File: src/rtl/fcs_pkg.sv
package fcs_pkg;

    typedef enum logic [2:0] {
        ST_IDLE,
        ST_PULSE,
        ST_INIT_WAIT,
        ST_STREAM,
        ST_DONE_WAIT
    } fcs_state_e;

    typedef enum logic [1:0] {
        RES_OK      = 2'd0,
        RES_NO_PORT = 2'd1,
        RES_NO_INIT = 2'd2,
        RES_NO_DONE = 2'd3
    } fcs_result_e;

endpackage

File: src/rtl/fcs_sync.sv
module fcs_sync #(
    parameter int W = 2
) (
    input  logic         clk,
    input  logic         rst_n,
    input  logic [W-1:0] d_i,
    output logic [W-1:0] q_o
);
    logic [W-1:0] stage1;
    logic [W-1:0] stage2;

    always_ff @(posedge clk or negedge rst_n) begin
        if (!rst_n) begin
            stage1 <= '0;
            stage2 <= '0;
        end else begin
            stage1 <= d_i;
            stage2 <= stage1;
        end
    end

    assign q_o = stage2;
endmodule

File: src/rtl/fcs_span_timer.sv
module fcs_span_timer #(
    parameter int LIMIT = 16
) (
    input  logic clk,
    input  logic rst_n,
    input  logic run_i,
    output logic hit_o
);
    localparam int CW = $clog2(LIMIT + 1);

    logic [CW-1:0] cnt;

    always_ff @(posedge clk or negedge rst_n) begin
        if (!rst_n)
            cnt <= '0;
        else if (run_i)
            cnt <= cnt + CW'(1);
        else
            cnt <= '0;
    end

    // high in the LIMIT-th consecutive cycle of run_i
    assign hit_o = run_i && (cnt == CW'(LIMIT - 1));
endmodule

File: src/rtl/fpga_cfg_seq.sv
module fpga_cfg_seq
    import fcs_pkg::*;
#(
    parameter int PULSE_CYC  = 200,
    parameter int INIT_TMO   = 10000000,
    parameter int DONE_TMO   = 100000000,
    parameter bit USE_ENABLE = 1'b1,
    parameter int LEN_W      = 32,
    parameter int DATA_W     = 8
) (
    input  logic              clk,
    input  logic              rst_n,
    input  logic              start_i,
    input  logic              port_present_i,
    input  logic [LEN_W-1:0]  length_i,
    input  logic              s_valid_i,
    input  logic [DATA_W-1:0] s_data_i,
    output logic              s_ready_o,
    output logic [DATA_W-1:0] cfg_data_o,
    output logic              cfg_wr_o,
    output logic              prog_n_o,
    output logic              init_oe_o,
    input  logic              init_i,
    input  logic              done_i,
    output logic              en_o,
    output logic              busy_o,
    output logic              fin_o,
    output logic [1:0]        result_o
);
    localparam int N_SYNC = 2;

    fcs_state_e        state, state_nx;
    logic [LEN_W-1:0]  remaining;
    logic [N_SYNC-1:0] pins_s;
    logic              init_s, done_s;
    logic              pulse_hit, init_hit, done_hit;
    logic              go, refuse, take;
    logic              finish;
    fcs_result_e       finish_code;

    fcs_sync #(.W(N_SYNC)) u_sync (
        .clk   (clk),
        .rst_n (rst_n),
        .d_i   ({done_i, init_i}),
        .q_o   (pins_s)
    );
    assign init_s = pins_s[0];
    assign done_s = pins_s[1];

    fcs_span_timer #(.LIMIT(PULSE_CYC)) u_pulse_tmr (
        .clk (clk), .rst_n (rst_n),
        .run_i (state == ST_PULSE), .hit_o (pulse_hit)
    );
    fcs_span_timer #(.LIMIT(INIT_TMO)) u_init_tmr (
        .clk (clk), .rst_n (rst_n),
        .run_i (state == ST_INIT_WAIT), .hit_o (init_hit)
    );
    fcs_span_timer #(.LIMIT(DONE_TMO)) u_done_tmr (
        .clk (clk), .rst_n (rst_n),
        .run_i (state == ST_DONE_WAIT), .hit_o (done_hit)
    );

    assign busy_o    = (state != ST_IDLE);
    assign s_ready_o = (state == ST_STREAM);
    assign take      = s_valid_i && s_ready_o;
    assign go        = (state == ST_IDLE) && start_i && port_present_i;
    assign refuse    = (state == ST_IDLE) && start_i && !port_present_i;

    // next state and the exit reason of a run
    always_comb begin
        state_nx    = state;
        finish      = 1'b0;
        finish_code = RES_OK;
        unique case (state)
            ST_IDLE: begin
                if (go)
                    state_nx = ST_PULSE;
            end
            ST_PULSE: begin
                if (pulse_hit)
                    state_nx = ST_INIT_WAIT;
            end
            ST_INIT_WAIT: begin
                if (init_s)
                    state_nx = (remaining == '0) ? ST_DONE_WAIT : ST_STREAM;
                else if (init_hit) begin
                    state_nx    = ST_IDLE;
                    finish      = 1'b1;
                    finish_code = RES_NO_INIT;
                end
            end
            ST_STREAM: begin
                if (take && remaining == LEN_W'(1))
                    state_nx = ST_DONE_WAIT;
            end
            ST_DONE_WAIT: begin
                if (done_s || done_hit) begin
                    state_nx    = ST_IDLE;
                    finish      = 1'b1;
                    finish_code = done_s ? RES_OK : RES_NO_DONE;
                end
            end
            default: state_nx = ST_IDLE;
        endcase
    end

    // state register and byte counter
    always_ff @(posedge clk or negedge rst_n) begin
        if (!rst_n) begin
            state     <= ST_IDLE;
            remaining <= '0;
        end else begin
            state <= state_nx;
            if (go)
                remaining <= length_i;
            else if (take)
                remaining <= remaining - LEN_W'(1);
        end
    end

    // registered outputs
    always_ff @(posedge clk or negedge rst_n) begin
        if (!rst_n) begin
            prog_n_o   <= 1'b1;
            init_oe_o  <= 1'b1;
            en_o       <= 1'b0;
            cfg_wr_o   <= 1'b0;
            cfg_data_o <= '0;
            fin_o      <= 1'b0;
            result_o   <= RES_OK;
        end else begin
            prog_n_o <= (state_nx != ST_PULSE);
            en_o     <= USE_ENABLE && (state_nx != ST_IDLE);
            cfg_wr_o <= take;
            if (take)
                cfg_data_o <= s_data_i;
            if (go) begin
                init_oe_o <= 1'b0;
                fin_o     <= 1'b0;
            end else if (refuse) begin
                fin_o    <= 1'b1;
                result_o <= RES_NO_PORT;
            end else if (finish) begin
                fin_o    <= 1'b1;
                result_o <= finish_code;
            end
        end
    end
endmodule

File: config.mk
export PLATFORM = sky130hd
export DESIGN_NAME = fpga_cfg_seq
export DESIGN_NICKNAME = d
export VERILOG_FILES = /design/src/rtl/fcs_pkg.sv /design/src/rtl/fcs_sync.sv /design/src/rtl/fcs_span_timer.sv /design/src/rtl/fpga_cfg_seq.sv
export SDC_FILE = /design/constraint.sdc
export NUM_CORES = 1
export LEC_CHECK = 0
export CORE_MARGIN = 5
export CORE_UTILIZATION = 55
export CTS_BUF_LIST = sky130_fd_sc_hd__clkbuf_8
export DETAILED_ROUTE_END_ITERATION = 16
export GPL_TIMING_DRIVEN = 1
export PLACE_DENSITY = 0.79
export SYNTH_ARGS = -nofsm -noshare
export SYNTH_HDL_FRONTEND = slang
export SYNTH_SLANG_ARGS = --single-unit
File: constraint.sdc
create_clock -name clk -period 2.9 [get_ports clk]
set_input_delay 0.87 -clock clk [delete_from_list [all_inputs] [get_ports clk]]
set_output_delay 0.87 -clock clk [all_outputs]
set_load 0.05 [all_outputs]
Word level (Yosys, flattened, before mapping)
Index checks and enable logic that the tools add are counted.
{"block": "classes", "bitwise_logic": 1, "n_reduce_logical": 18, "n_eq_ne": 9, "muxes": 27, "add_sub_neg": 4}
{"operator": "32-bit two-way mux", "count": 2}
{"operator": "32-bit by 1-bit == test with 1-bit output (second input constant)", "count": 1}
{"operator": "32-bit zero test", "count": 1}
{"operator": "32-bit by 1-bit subtractor with 32-bit output (second input constant)", "count": 1}
{"operator": "27-bit by 1-bit adder with 27-bit output (second input constant)", "count": 1}
{"operator": "27-bit == test (second input constant)", "count": 1}
{"operator": "27-bit two-way mux", "count": 1}
{"operator": "24-bit by 1-bit adder with 24-bit output (second input constant)", "count": 1}
{"operator": "24-bit == test (second input constant)", "count": 1}
{"operator": "24-bit two-way mux", "count": 1}
{"operator": "3-bit two-way mux", "count": 7}
{"operator": "3-bit case mux with 5 select lines", "count": 1}
{"operator": "2-bit two-way mux", "count": 6}
{"operator": "3-bit nonzero test", "count": 3}
{"operator": "8-bit by 1-bit adder with 8-bit output (second input constant)", "count": 1}
{"operator": "8-bit == test (second input constant)", "count": 1}
{"operator": "1-bit logical AND", "count": 8}
{"operator": "8-bit two-way mux", "count": 1}
{"operator": "3-bit by 2-bit == test with 1-bit output (second input constant)", "count": 2}
{"operator": "1-bit two-way mux", "count": 6}
{"operator": "2-bit case mux with 2 select lines", "count": 1}
{"operator": "2-bit nonzero test", "count": 2}
{"operator": "3-bit by 1-bit == test with 1-bit output (second input constant)", "count": 1}
{"operator": "3-bit == test (second input constant)", "count": 1}
{"operator": "7 further kinds", "count": 7}
{"block": "word_totals", "wordCells": 73, "out_inout_bits": 17, "in_bits": 47, "reg_bits": 113}

Longest topological paths before layout
{"block": "depth", "word_depth": 8, "ltp_mapped": 8}

Hierarchy
A second synthesis with hierarchy kept.
{"block": "unflattened", "hier_cells": 622, "hier_area_um2": 5799.3}
{"module": "fpga_cfg_seq", "cells_per_inst": 302, "area_per_inst_um2": 2675.1, "instances": 1, "seq_area_each_um2": 1253.7}
{"module": "fcs_span_timer (u_done_tmr)", "cells_per_inst": 151, "area_per_inst_um2": 1426.4, "instances": 1, "seq_area_each_um2": 675.6}
{"module": "fcs_span_timer (u_init_tmr)", "cells_per_inst": 128, "area_per_inst_um2": 1203.7, "instances": 1, "seq_area_each_um2": 600.6}
{"module": "fcs_span_timer (u_pulse_tmr)", "cells_per_inst": 37, "area_per_inst_um2": 394.1, "instances": 1, "seq_area_each_um2": 200.2}
{"module": "fcs_sync", "cells_per_inst": 4, "area_per_inst_um2": 100.1, "instances": 1, "seq_area_each_um2": 100.1}

Worst setup path before layout
No wires, ideal clock.
{"block": "synth_timing", "path_type": "register -> register", "from": "register remaining[3]", "to": "register en_o", "path_stages_with_launch": 7, "setup_ns": 0.139, "arrival_ns": 2.196, "path_slack_ns": 0.565, "period_less_slack_ns": 2.335, "path_cell_list": "dfrtp_1 or4_4 or4_4 nor4_2 a21boi_1 nor3_2 a32oi_1"}
{"block": "synth_via", "elab_chain_cells": 5, "word_cells_on_any_way": 8, "classes_between": "eq/ne: 1; mux: 4; reduce/logical: 3"}
{"item": "from (decl)", "line_no": "fpga_cfg_seq.sv:33", "rtl": "logic [LEN_W-1:0] remaining;"}
{"item": "from (signal assigned)", "line_no": "fpga_cfg_seq.sv:115", "rtl": "remaining <= length_i;"}
{"item": "from (signal assigned)", "line_no": "fpga_cfg_seq.sv:117", "rtl": "remaining <= remaining - LEN_W'(1);"}
{"item": "32-bit by 1-bit == test with 1-bit output or 32-bit zero test (tied branches)", "line_no": "fpga_cfg_seq.sv:93, fpga_cfg_seq.sv:85"}
{"item": "1-bit logical AND or 3-bit two-way mux (tied branches)", "line_no": "fpga_cfg_seq.sv:93, fpga_cfg_seq.sv:85"}
{"item": "3-bit two-way mux, on equally long branches", "line_no": "fpga_cfg_seq.sv:93, fpga_cfg_seq.sv:84"}
{"item": "3-bit case mux with 5 select lines *", "line_no": "fpga_cfg_seq.sv:74", "rtl": "unique case (state)"}
{"item": "3-bit nonzero test *", "line_no": "fpga_cfg_seq.sv:133", "rtl": "en_o <= USE_ENABLE && (state_nx != ST_IDLE);"}
{"item": "to (signal assigned)", "line_no": "fpga_cfg_seq.sv:133"}
{"item": "to (decl)", "line_no": "fpga_cfg_seq.sv:25", "rtl": "output logic en_o,"}
Every way passes the cells marked *; elsewhere a longest branch is shown, timed or not.
A chain may end at the register's enable or synchronous reset.

Worst setup path in the final report
{"block": "layout_timing", "from": "register prog_n_o", "to": "output prog_n_o"}
{"item": "from (decl)", "line_no": "fpga_cfg_seq.sv:21", "rtl": "output logic prog_n_o,"}
{"item": "from (signal assigned)", "line_no": "fpga_cfg_seq.sv:132", "rtl": "prog_n_o <= (state_nx != ST_PULSE);"}
No word-level cell between the ends.

==> impl_metrics.yaml <==
outcome:
  outcome: "finished, final reports clean"
clock_network:
  cts-root-buf: "clkbuf_8"
  htree_levels: 4
  cts_buffers: 17
  insertion_delay_ns: 0.46
  cts.clk_slew.worst_paths_ns: 0.07
  cts_max_path_buffers: 2
  clock_sinks: 113
  ctsHoldBuffers: 0
  cts_tree: "yes"
power_and_ir_drop:
  internal-power_mw: 2.688
  power.density_nw_per_um2: 503.9
  p_seq_share_pct: 47.4
  switchingPower_mw: 0.7388
  clockPowerShare_pct: 47.4
  leakagePower_nw: 2.873
  ir_drop_mv: 0.3603
  switching_share_pct: 21.56
  combinationalPowerShare_pct: 5.2
worst_setup_path:
  startpoint: "prog_n_o$_DFF_PN1_"
  critPathMaxStageDelay_ns: 0.80
  crit_chain: "clkdlybuf4s50_1"
  critPathArrivalTime_ns: 1.79
  cp.required_ns: 2.03
  cp_num_buf_inv: 1
  crit_slowest_cell: "clkdlybuf4s50_1"
  r2r_cells: 6
  cp_max_fo: 1
  startpoint_type: "register"
  r2r_start: "remaining[3]$_DFFE_PN0P_"
  cp-end-kind: "primary output"
  path_class: "register to primary output"
  cpLargestDelayFamily: "buffers and inverters"
  path_depth: 1
layout:
  final_nets: 705
  final_common_cell: "dfrtp_1"
  area_growth_pct: 23.16
  diodes: 0
  final_cell_mix: "dfrtp_1 (111), nand2_1 (80), nor2_1 (72)"
  drive_gt1_share_pct: 9.502
  fillers: 751
yosys:
  synth.yosys.warnings: 0
  synth_nets: 629
  synthSimpleGateAreaFrac_pct: 26.74
  ys_ff_latch: 113
  muxShareOfSynthArea_pct: 0
  synth.distinct_cells: 53
  synth_xor_area_share_pct: 11.42
  synth_area_um2: 5522
  yosysSeqAreaShare_pct: 51.26
  synth_compound_area_share_pct: 6.775
  synth_top_family_by_area: "simple AND/OR/NAND/NOR gates"
  yosys.area_share.adder_pct: 1.360
  synth_top_flop_cell: "dfrtp_1"
  synth-edff-count: 0
  async_flop_share_pct: 100.0
  syn_area_per_cell_um2: 9.586
  synth_cells: 576
timing:
  maxSlewHeadroom_pct: 55.94
  period_share_pct: 91.75
  setup_viol: 0
  rsz0062_at_grt: "false"
  tightest_slew_ns: 0.6609
  period_needed_ns: 2.661
  finClkSkew_ns: 0.01362
  setup_tns_ns: 0
  hold_ws_ns: 0.3494
  fmax_ghz: 0.3758
  finalHoldViolCount: 0
  drv_slew: 0
floorplan:
  ios: 64
  die_w_um: 110.2
  core_um2: 9774
  num_rows: 36
  die_y_um: 110.2
  start_util_pct: 56.49
  dieArea_um2: 12140
worst_hold_path:
  worstHoldStart: "u_sync.stage1[1]$_DFF_PN0_"
  hold_depth: 0
  hold_class: "register to register"
global_route:
  antenna_found_initial: 0
  gr-total-overflow: 0
  grt_pass1_wl_um: 21010
  grt_max_degree: 47
  globalRouteTotalUtil_pct: 22.64
  grt_pass1_vias: 4529
routing:
  wl_per_cell_um: 15.96
  vias_per_cell: 5.580
  drtPass1Iterations: 4
  ant_nets: 0
  wirelength_um: 12710
  dr_total_vias: 4442
  drc: 0
  first_iter_violations: 254
placement:
  hpwl_um: 8960
  gp_congestion: 0.8510
  port_buffers: 63
flow_run:
  drv_cap: 0
[layer usage]
metal / track usage [%] / vias up / share of wire, %
met5: 0 / - / 0
met4: 12.05 / 0 / 2.2
met3: 4.776 / 23 / 4.4
met2: 37.22 / 92 / 51
met1: 28.07 / 2204 / 43
li1: - / 2123 / -
[registers in the layout, indices dropped and copies added, names as in the netlist]
name / count
fin_o: 1
u_init_tmr.cnt: 24
u_done_tmr.cnt: 27
prog_n_o: 1
cfg_wr_o: 1
en_o: 1
u_sync.q_o: 2
u_sync.stage1: 2
remaining: 32
init_oe_o: 1
cfg_data_o: 8
state: 3
result_o: 2
u_pulse_tmr.cnt: 8
[final cells by class]
cell class / instances / area (um^2) / area share (%)
Sequential cell: 113 / 2830 / 41.62
Multi-Input combinational cell: 427 / 2556 / 37.59
Timing Repair Buffer: 77 / 754.5 / 11.09
Clock buffer: 24 / 330.3 / 4.857
Tap cell: 133 / 166.4 / 2.447
Clock inverter: 6 / 102.6 / 1.509
Inverter: 16 / 60.06 / 0.8832
[logic make-up (layout without fill, tap and decap cells)]
| kind of cell | after synthesis | count (layout) |
|---|---|---|
| and+or+nand+nor | 285 | 285 |
| AOI/OAI and AO/OA | 64 | 64 |
| adders and majority gates | 6 | 6 |
| DFF | 113 | 113 |
| xor gates and xnor gates | 72 | 72 |
| buffers and inverters | 36 | 123 |
[per-stage QoR]
stage	util [%]	instance area, um^2	setup slack (ns)	std cells	total power, mW
4_1_cts	69.57	6800	0.2233	796	3.446
3_5_place_dp	65.16	6369	0.1714	766	1.831
2_1_floorplan	-	5522	0.5654	576	1.709
5_1_grt	69.57	6800	0.1093	796	3.542
3_3_place_gp	65.16	6369	0.2436	766	1.826
6_report	69.57	6800	0.2392	796	3.426
[cells in the mapped netlist (2+ instances only)]
cell / n / area, um^2
a21oi_1: 18 / 90.09
a22oi_1: 2 / 15.01
a31oi_1: 2 / 12.51
and2_1: 5 / 31.28
and3_1: 9 / 56.30
and4_1: 7 / 61.31
buf_1: 3 / 11.26
clkbuf_1: 17 / 63.81
dfrtp_1: 111 / 2778
dfstp_2: 2 / 52.55
ha_1: 6 / 75.07
inv_1: 16 / 60.06
nand2_1: 80 / 300.3
nand2b_1: 4 / 25.02
nand3_1: 22 / 110.1
nand4_1: 9 / 56.30
nand4b_1: 4 / 35.03
nor2_1: 72 / 270.3
nor2b_1: 2 / 12.51
nor3_1: 20 / 100.1
nor3_2: 4 / 40.04
nor3b_1: 2 / 15.01
nor4_1: 11 / 68.82
nor4bb_1: 3 / 30.03
o211ai_1: 2 / 15.01
o21ai_0: 27 / 135.1
o21ai_1: 2 / 10.01
or2_2: 3 / 18.77
or3_1: 12 / 75.07
or3b_2: 2 / 17.52
or4_1: 4 / 30.03
or4_4: 2 / 22.52
xnor2_1: 34 / 297.8
xor2_1: 38 / 332.8
[power groups by stage]
stage	Clock [mW]	Combinational [mW]	Sequential, mW
CTS	1.64	0.181	1.62
detailed placement	0	0.179	1.65
floorplan	0	0.0604	1.65
finish	1.62	0.178	1.62
global placement	0	0.175	1.65
global route	1.72	0.197	1.63
[timing repair]
action / in CTS / in global routing
setup endpoints to repair: 1 / 0
gates resized for setup: 1 / 0
buffers inserted: 0 / 0
[final timing paths]
check	endpoint	slack [ns]
worst max-delay path	prog_n_o	0.24
worst min-delay path	u_sync.q_o[1]$_DFF_PN0_	0.35
worst max register to register	en_o$_DFF_PN0_	0.25
worst min register to register	u_sync.q_o[1]$_DFF_PN0_	0.35
max in group asynchronous	prog_n_o$_DFF_PN1_	1.79
min in group asynchronous	remaining[29]$_DFFE_PN0P_	0.44
Note: power is estimated with default switching activity, not from simulation.
